--- config.mk ---
export PLATFORM = sky130hd
export DESIGN_NAME = rx_ring_free_tracker
export DESIGN_NICKNAME = d
export VERILOG_FILES = /design/src/rtl/rft_pkg.sv /design/src/rtl/rft_ring_step.sv /design/src/rtl/rft_free_count.sv /design/src/rtl/rft_ring.sv /design/src/rtl/rx_ring_free_tracker.sv
export SDC_FILE = /design/constraint.sdc
export NUM_CORES = 1
export LEC_CHECK = 0
export BUFFER_PORTS_ARGS = -buffer_cell sky130_fd_sc_hd__buf_4
export CAP_MARGIN = 5
export CORE_ASPECT_RATIO = 1.4
export CORE_MARGIN = 2
export CORE_UTILIZATION = 47
export CTS_CLUSTER_DIAMETER = 200
export DETAILED_ROUTE_END_ITERATION = 8
export PLACE_DENSITY = 0.68
export SYNTH_ARGS = -nofsm -noshare
export SYNTH_HDL_FRONTEND = slang
export SYNTH_SLANG_ARGS = --single-unit
export TNS_END_PERCENT = 20
--- constraint.sdc ---
create_clock -name clk -period 13.3 [get_ports clk]
set_clock_uncertainty 0.15 [all_clocks]
set_input_delay 0.665 -clock clk [delete_from_list [all_inputs] [get_ports clk]]
set_output_delay 0.665 -clock clk [all_outputs]
set_load 0.02 [all_outputs]
--- src/rtl/rft_pkg.sv ---
package rft_pkg;
  typedef enum logic [1:0] {
    RS_EMPTY = 2'd0,
    RS_OPEN  = 2'd1,
    RS_LAST  = 2'd2,
    RS_FULL  = 2'd3
  } ring_state_e;
endpackage

--- src/rtl/rft_ring_step.sv ---
module rft_ring_step
  import rft_pkg::*;
#(
  parameter int IDX_W = 4,
  parameter int CNT_W = IDX_W + 1
) (
  input  logic [CNT_W-1:0] len,
  input  logic [IDX_W-1:0] cons,
  input  logic [IDX_W-1:0] freed,
  input  ring_state_e      st,
  input  logic             init,
  input  logic             sw_wr,
  input  logic [IDX_W-1:0] sw_idx,
  input  logic             adv,
  input  logic             wb,
  output logic [IDX_W-1:0] cons_n,
  output logic [IDX_W-1:0] freed_n,
  output ring_state_e      st_n,
  output logic             refuse
);
  logic [IDX_W-1:0] cons_inc;
  logic             at_end;

  assign at_end   = ({1'b0, cons} == len - CNT_W'(1));
  assign cons_inc = at_end ? '0 : cons + IDX_W'(1);

  always_comb begin
    cons_n  = cons;
    freed_n = freed;
    st_n    = st;
    refuse  = 1'b0;
    if (init) begin
      cons_n  = '0;
      freed_n = '0;
      st_n    = RS_EMPTY;
    end else begin
      // software write first
      if (sw_wr) begin
        freed_n = sw_idx;
        st_n    = (sw_idx == cons) ? RS_EMPTY : RS_OPEN;
      end else if (wb && st == RS_LAST) begin
        st_n = RS_FULL;
      end
      // then hardware advance against the updated state
      if (adv) begin
        if (st_n == RS_EMPTY || st_n == RS_OPEN) begin
          cons_n = cons_inc;
          st_n   = (cons_inc == freed_n) ? RS_LAST : RS_OPEN;
        end else begin
          refuse = 1'b1;
        end
      end
    end
  end
endmodule

--- src/rtl/rft_free_count.sv ---
module rft_free_count
  import rft_pkg::*;
#(
  parameter int IDX_W = 4,
  parameter int CNT_W = IDX_W + 1
) (
  input  logic [CNT_W-1:0] len,
  input  logic [IDX_W-1:0] cons,
  input  logic [IDX_W-1:0] freed,
  input  ring_state_e      st,
  output logic [CNT_W-1:0] cnt
);
  logic [CNT_W-1:0] c_ext, f_ext;
  assign c_ext = {1'b0, cons};
  assign f_ext = {1'b0, freed};

  always_comb begin
    unique case (st)
      RS_EMPTY: cnt = len;
      RS_LAST:  cnt = CNT_W'(1);
      RS_FULL:  cnt = '0;
      default:  cnt = (f_ext > c_ext) ? (f_ext - c_ext) : (len + f_ext - c_ext);
    endcase
  end
endmodule

--- src/rtl/rft_ring.sv ---
module rft_ring
  import rft_pkg::*;
#(
  parameter int IDX_W = 4,
  parameter int CNT_W = IDX_W + 1
) (
  input  logic             clk,
  input  logic             rst,
  input  logic [CNT_W-1:0] len,
  input  logic [CNT_W-1:0] thresh,
  input  logic             en,
  input  logic             init,
  input  logic             sw_wr,
  input  logic [IDX_W-1:0] sw_idx,
  input  logic             err_clr,
  input  logic             adv,
  input  logic             wb,
  output logic [CNT_W-1:0] free_cnt,
  output logic             empty,
  output logic             full,
  output logic             pause,
  output logic             busy_err
);
  logic [IDX_W-1:0] cons_q, freed_q, cons_n, freed_n;
  ring_state_e      st_q, st_n;
  logic             refuse;
  logic [CNT_W-1:0] cnt_n;

  rft_ring_step #(.IDX_W(IDX_W), .CNT_W(CNT_W)) u_step (
    .len(len), .cons(cons_q), .freed(freed_q), .st(st_q),
    .init(init), .sw_wr(sw_wr), .sw_idx(sw_idx), .adv(adv), .wb(wb),
    .cons_n(cons_n), .freed_n(freed_n), .st_n(st_n), .refuse(refuse)
  );

  rft_free_count #(.IDX_W(IDX_W), .CNT_W(CNT_W)) u_cnt (
    .len(len), .cons(cons_n), .freed(freed_n), .st(st_n), .cnt(cnt_n)
  );

  always_ff @(posedge clk) begin
    if (rst) begin
      cons_q   <= '0;
      freed_q  <= '0;
      st_q     <= RS_EMPTY;
      free_cnt <= '0;
      empty    <= 1'b0;
      full     <= 1'b0;
      pause    <= 1'b0;
      busy_err <= 1'b0;
    end else begin
      cons_q   <= cons_n;
      freed_q  <= freed_n;
      st_q     <= st_n;
      free_cnt <= cnt_n;
      empty    <= (st_n == RS_EMPTY);
      full     <= (st_n == RS_FULL);
      pause    <= en && (cnt_n <= thresh);
      busy_err <= (busy_err && !err_clr) || refuse;
    end
  end
endmodule

--- src/rtl/rx_ring_free_tracker.sv ---
module rx_ring_free_tracker #(
  parameter int NUM_RINGS = 2,
  parameter int IDX_W     = 4,
  localparam int CNT_W    = IDX_W + 1
) (
  input  logic                       clk,
  input  logic                       rst,
  input  logic [NUM_RINGS*CNT_W-1:0] cfg_len,
  input  logic [NUM_RINGS*CNT_W-1:0] cfg_thresh,
  input  logic [NUM_RINGS-1:0]       cfg_en,
  input  logic [NUM_RINGS-1:0]       sw_init,
  input  logic [NUM_RINGS-1:0]       sw_free_wr,
  input  logic [NUM_RINGS*IDX_W-1:0] sw_free_idx,
  input  logic [NUM_RINGS-1:0]       sw_err_clr,
  input  logic [NUM_RINGS-1:0]       hw_adv,
  input  logic [NUM_RINGS-1:0]       hw_wb,
  output logic [NUM_RINGS*CNT_W-1:0] free_cnt,
  output logic [NUM_RINGS-1:0]       empty,
  output logic [NUM_RINGS-1:0]       full,
  output logic [NUM_RINGS-1:0]       pause,
  output logic [NUM_RINGS-1:0]       busy_err
);
  for (genvar g = 0; g < NUM_RINGS; g++) begin : g_ring
    rft_ring #(.IDX_W(IDX_W), .CNT_W(CNT_W)) u_ring (
      .clk      (clk),
      .rst      (rst),
      .len      (cfg_len[g*CNT_W +: CNT_W]),
      .thresh   (cfg_thresh[g*CNT_W +: CNT_W]),
      .en       (cfg_en[g]),
      .init     (sw_init[g]),
      .sw_wr    (sw_free_wr[g]),
      .sw_idx   (sw_free_idx[g*IDX_W +: IDX_W]),
      .err_clr  (sw_err_clr[g]),
      .adv      (hw_adv[g]),
      .wb       (hw_wb[g]),
      .free_cnt (free_cnt[g*CNT_W +: CNT_W]),
      .empty    (empty[g]),
      .full     (full[g]),
      .pause    (pause[g]),
      .busy_err (busy_err[g])
    );
  end
endmodule

==> impl_metrics.tcl, run 1 <==
set metrics [dict create \
    worst_ep_arrival_time_ns 5.38 \
    finalSetupViolCount 0 \
    routed_wl_mm 9.01 \
    status "finished, final reports clean" \
    power.total_mw 0.363 \
    viasPerCell 5.55 \
    met1_length_mm 3.39 \
    post_drt_wl_per_cell_um 14.9 \
    rsz0062_at_grt "no" \
    wl_met3_um 280 \
    seq_area_frac_synth_pct 20.7 \
    period_needed_ns 5.31 \
    synth-edff-count 0 \
    nNetsFinal 586 \
    cts_tree "built" \
    multi_input_area_um2 2590 \
    place_area_um2 4100 \
    grt_usage_pct 21.9 \
    synth_top_area_share_pct 20.7 \
    cts_setup_buffers 0 \
    mostFrequentLayoutCell "buf_4" \
    p_seq_share_pct 34.1 \
    synth_area_leaders "dfxtp_1, ha_1, xor2_1" \
    ys_warn_count 0 \
    slowest_delay_ns 0.58 \
    synth.distinct_cells 58 \
    hold_path_class "flop to flop" \
    vias 3356 \
    netlist_instances 464 \
    critPathRequiredTime_ns 13.36 \
    clk_root_buffer_cell "clkbuf_8" \
    coreArea_um2 7650 \
    die_w_um 78.7 \
    internal_power_mw 0.239 \
    fin_cells 605 \
    slowest_stage "a2111oi_0" \
    async_reset_ff_share_pct 0 \
    io_buffer_count 59 \
    die_y_um 109 \
    fin_ws_ns 7.99 \
    drc 0 \
    start_util_pct 48.0 \
    clock_latency_ns 0.29 \
    tns_ns 0 \
    rows 38 \
    syn_area_um2 3670 \
    drtIter0Drc 88 \
    cp_cell_sequence "buf_4, inv_1, ha_1, o21ba_1, a221o_1, a211o_2, nand3_1, a21o_1, inv_1, fa_1, inv_1, fa_1, nor2b_1, a2111oi_0, nor3_1, ha_1, nor2b_1, o21a_1, o21ai_0, nand2b_1, a21oi_1, a31oi_1, nor3b_1" \
    dr.pass1.iters 4 \
    leakagePower_nw 1.99 \
    ios 60 \
    antenna_found_initial 0 \
    grt-ovfl-total 0 \
    crit_path_end_kind "flop" \
    crit_type "primary input to flop" \
    synth_top_cell_by_area "dfxtp_1" \
    postCtsHoldBufs 0 \
    finalHoldViolations 0 \
    htree_levels 2 \
    synth_nets 546 \
    clock_path_buffers 2 \
    final.period_utilization_pct 40.0 \
    placed_cells 597 \
    place_congestion 0.899 \
    finalMaxSlewViolations 0 \
    critPathMaxFanout 4 \
    cp_common_cell "inv_1" \
    worst_setup_path_start_kind "primary input" \
    power_switching_mw 0.123 \
    dp_hpwl_mm 7.41 \
    clkPwrFrac_pct 27.1 \
    max_cap_violations 0 \
    grt_pass1_wl_mm 14.9 \
    wl_met2_mm 5.10 \
    clk_pin_slew_ns 0.08 \
    n_fill_cell 749 \
    swShare_pct 34.0 \
    p_comb_share_pct 38.8 \
    drive_gt1_share_pct 16.6 \
    avgSynthCellArea_um2 7.91 \
    cp_top_family "compound AO/OA/AOI/OAI gates" \
    synth_ff_type "dfxtp_1" \
    final_cell_mix "buf_4, inv_1, dfxtp_1" \
    fmax_mhz 188 \
    area_growth_pct 14.7 \
    tightestPinTransition_ns 0.601 \
    max-slew-margin-rel_pct 58.9 \
    power_density_nw_per_um2 86.1 \
    ir_worst_vdd_v 0.0000483 \
    cts_buffers 5 \
    place_ws_ns 7.70 \
    grt_max_degree 39 \
    drt.antenna.violating_nets 0 \
    dieArea_um2 8540 \
    regArea_um2 761 \
    cts_sinks 38 \
    antenna_cells 0 \
    stdcell_area_um2 4210 \
    top_layer "met4" \
    cts_resized 0 \
    ys_ff_latch 38 \
    first_global_vias 3370 \
    path_buf_inv 4 \
]
[state kept, by name (all words and copies together) (netlist names)]
signal,count
g_ring.u_ring.free_cnt,10
g_ring.u_ring.cons_q,8
g_ring.u_ring.freed_q,8
g_ring.u_ring.st_q,4
g_ring.u_ring.busy_err,2
g_ring.u_ring.empty,2
g_ring.u_ring.full,2
g_ring.u_ring.pause,2
[power groups by stage]
stage / sequential [mW] / combinational (mW) / clock (mW)
6_report: 0.124 / 0.141 / 0.0982
4_1_cts: 0.124 / 0.141 / 0.102
3_3_place_gp: 0.126 / 0.137 / 0
3_5_place_dp: 0.127 / 0.141 / 0
2_1_floorplan: 0.130 / 0.0948 / 0
5_1_grt: 0.125 / 0.158 / 0.107
[metrics by stage]
stage	util, %	hold WS, ns
final	55.0	0.328
after global routing	55.0	0.354
after CTS	55.0	0.328
after detailed placement	53.6	0.314
after global placement	53.6	0.308
after floorplan	-	0.295
[area by class of cell]
class | count | area share (%)
Inverter | 49 | 4.37
Sequential cell | 38 | 18.1
Clock inverter | 3 | 0.951
Timing Repair Buffer | 59 | 10.5
Clock buffer | 5 | 1.63
Tap cell | 100 | 2.97
Multi-Input combinational cell | 351 | 61.5
[per-layer routing]
| layer | up-vias | global-route usage (%) |
|---|---|---|
| met5 | - | 0 |
| met4 | 0 | 8.77 |
| met3 | 23 | 2.92 |
| met2 | 71 | 44.7 |
| met1 | 1575 | 21.4 |
| li1 | 1687 | - |
[synth_stat cells, types with 2 or more instances]
library cell,instances
or2_2,10
o211ai_1,3
o21ai_1,2
clkbuf_1,14
a211oi_1,6
and3_1,5
nor3b_1,5
dfxtp_1,38
fa_1,10
nand4_1,4
a21o_1,14
buf_4,8
mux2i_1,14
nand3_1,11
or3_1,3
xor2_1,24
nor2_1,33
and2_1,4
nand2_1,23
a2111oi_0,2
inv_1,49
o21a_1,5
a311o_1,2
a31oi_1,4
o32ai_1,6
nand2b_1,11
ha_1,30
nor4_1,6
xnor2_1,16
nor3_1,20
buf_2,3
nor2b_1,10
o21ai_0,19
a21oi_1,26
[cell families after synthesis]
logic type	count (synthesis)	synth area share [%]
AOI/OAI and AO/OA	107	20.2
xor gates and xnor gates	40	9.54
adders and majority gates	40	15.7
buffers and inverters	75	8.79
DFF	38	20.7
muxes	14	3.82
and+or+nand+nor	150	21.3
[worst reg2reg max path, cell delays in order (launching register included)]
cell and delay [ns]:
dfxtp_1 0.54, nand3_1 0.14, a221o_1 0.40, a211o_2 0.37, nand3_1 0.09, a21o_1 0.20, inv_1 0.07, fa_1 0.47
inv_1 0.07, fa_1 0.44, nor2b_1 0.13, a2111oi_0 0.58, nor3_1 0.11, ha_1 0.31, nor2b_1 0.14, o21a_1 0.16
o21ai_0 0.14, nand2b_1 0.07, a21oi_1 0.13, a31oi_1 0.06, nor3b_1 0.17
[final timing paths]
check	startpoint	end	slack, ns	cells after the start
max reg2reg	g_ring[0].u_ring.cons_q[2]	g_ring[0].u_ring.pause	8.28	20
min	g_ring[0].u_ring.busy_err	g_ring[0].u_ring.busy_err	0.33	2
min reg2reg	g_ring[0].u_ring.busy_err	g_ring[0].u_ring.busy_err	0.33	2
max	cfg_len[0]	g_ring[0].u_ring.pause	7.99	23
No activity file was read; power rests on OpenSTA's default activity.
==> run 2: changes to the inputs <==
- PLACE_DENSITY: 0.68 -> 0.71
- clock period: 13.3 -> 4.6 ns (I/O delays scaled with it)
==> impl_metrics.tcl, run 2 (synthesis results as in run 1) <==
set metrics [dict create \
    status "finished, final reports clean" \
    final_cell_mix "buf_4, inv_1, dfxtp_1" \
    coreArea_um2 7650 \
    vias 3568 \
    place_congestion 0.949 \
    finalHoldViolations 0 \
    n_fill_cell 686 \
    placed_cells 630 \
    mostFrequentLayoutCell "buf_4" \
    critPathMaxFanout 5 \
    viasPerCell 5.57 \
    die_y_um 109 \
    finalMaxSlewViolations 0 \
    dp_hpwl_mm 7.70 \
    largest_register_ff_count 10 \
    max-slew-margin-rel_pct 54.2 \
    cts_tree "built" \
    start_util_pct 48.0 \
    grt-ovfl-total 0 \
    top_register "g_ring.u_ring.free_cnt" \
    r2r_slack_ns 0.21 \
    hold_path_class "primary input to flop" \
    io_buffer_count 59 \
    max_cap_violations 0 \
    leakagePower_nw 2.15 \
    worst_ep_arrival_time_ns 4.48 \
    antenna_found_initial 0 \
    tightestPinTransition_ns 0.669 \
    use_met2_pct 44.4 \
    grt_usage_pct 22.9 \
    crit_path_end_kind "flop" \
    clock_latency_ns 0.31 \
    grt_pass1_wl_mm 15.2 \
    clk_pin_slew_ns 0.08 \
    drtIter0Drc 90 \
    multi_input_area_um2 2640 \
    final.period_utilization_pct 95.5 \
    grt_use_met3_pct 3.67 \
    power_density_nw_per_um2 237 \
    first_global_vias 3469 \
    worst_setup_path_start_kind "flop" \
    rsz0062_at_grt "yes" \
    drive_gt1_share_pct 24.8 \
    area_growth_pct 23.3 \
    drc 0 \
    fmax_mhz 228 \
    met1_usage_pct 22.4 \
    cts_buffers 5 \
    die_w_um 78.7 \
    post_drt_wl_per_cell_um 14.7 \
    postCtsHoldBufs 0 \
    ir_worst_vdd_v 0.000131 \
    fin_cells 641 \
    drt.antenna.violating_nets 0 \
    nNetsFinal 622 \
    dieArea_um2 8540 \
    postLayoutCoreUtil_pct 59.1 \
    regArea_um2 766 \
    critPathRequiredTime_ns 4.68 \
    crit_type "flop to flop" \
    clk_root_buffer_cell "clkbuf_8" \
    antenna_cells 0 \
    routed_wl_mm 9.42 \
    period_needed_ns 4.39 \
    clock_path_buffers 2 \
    largest_registers "g_ring.u_ring.free_cnt (10), g_ring.u_ring.cons_q (8), g_ring.u_ring.freed_q (8)" \
    cts_sinks 38 \
    finalSetupViolCount 0 \
    htree_levels 2 \
    grt_max_degree 39 \
    ios 60 \
    rows 38 \
    dr.pass1.iters 4 \
    busiest_layer "met2" \
]
[run 2: worst max-delay path, stage by stage, from the launching register on]
cell	delay (ns)
dfxtp_4	0.37
o21ba_1	0.18
a221o_1	0.38
a211o_2	0.34
nand3_1	0.09
a21o_1	0.13
inv_1	0.05
fa_1	0.49
inv_2	0.05
fa_2	0.37
a21o_1	0.18
a21oi_2	0.15
xor2_1	0.18
nor3b_1	0.07
o21a_1	0.18
a211oi_2	0.19
nor2b_2	0.17
ha_1	0.24
a21oi_1	0.14
a31oi_1	0.06
nor3b_1	0.18
[run 2: final timing paths]
path,from,to,depth (start not counted)
worst max-delay path,g_ring[0].u_ring.cons_q[2],g_ring[0].u_ring.pause,20
worst min-delay path,sw_err_clr[0],g_ring[0].u_ring.busy_err,3
worst max register to register,g_ring[0].u_ring.cons_q[2],g_ring[0].u_ring.pause,20
worst min register to register,g_ring[0].u_ring.busy_err,g_ring[0].u_ring.busy_err,2
[run 2: area by class of cell]
type / count / area share, %
Clock inverter: 2 / 0.276
Inverter: 49 / 4.06
Multi-Input combinational cell: 351 / 58.4
Sequential cell: 38 / 16.9
Tap cell: 100 / 2.76
Timing Repair Buffer: 95 / 15.8
Clock buffer: 6 / 1.82
[run 2: layer usage]
metal / vias up / wire length (µm)
met2: 98 / 5160
met4: 0 / 420
met5: - / 0
met3: 28 / 349
met1: 1685 / 3490
li1: 1757 / -
[run 2: per-stage QoR]
step	setup TNS [ns]	total power [mW]	hold WS, ns	area [µm²]	setup WS (ns)
after CTS	0	1.06	0.0258	4450	0.00864
after detailed placement	-0.294	0.813	0.313	4350	-0.224
after global routing	-0.0428	1.15	0.0352	4530	-0.0279
final	0	1.07	0.0277	4530	0.207
after floorplan	0	0.654	0.231	3680	0.0257
after global placement	-0.145	0.802	0.310	4350	-0.145
[run 2: report_power, final]
group	leakage [nW]	switching, mW	total (mW)	internal, mW
clock	0.0472	0.131	0.251	0.121
combinational	1.79	0.242	0.467	0.225
sequential	0.313	0.00829	0.356	0.348
total	2.15	0.381	1.07	0.694
[run 2: what timing repair did]
item / 4_1_cts / 5_1_grt
setup buffers: 0 / 3
pin swaps: 0 / 11
gates resized for setup: 1 / 16
setup endpoints to repair: 1 / 2
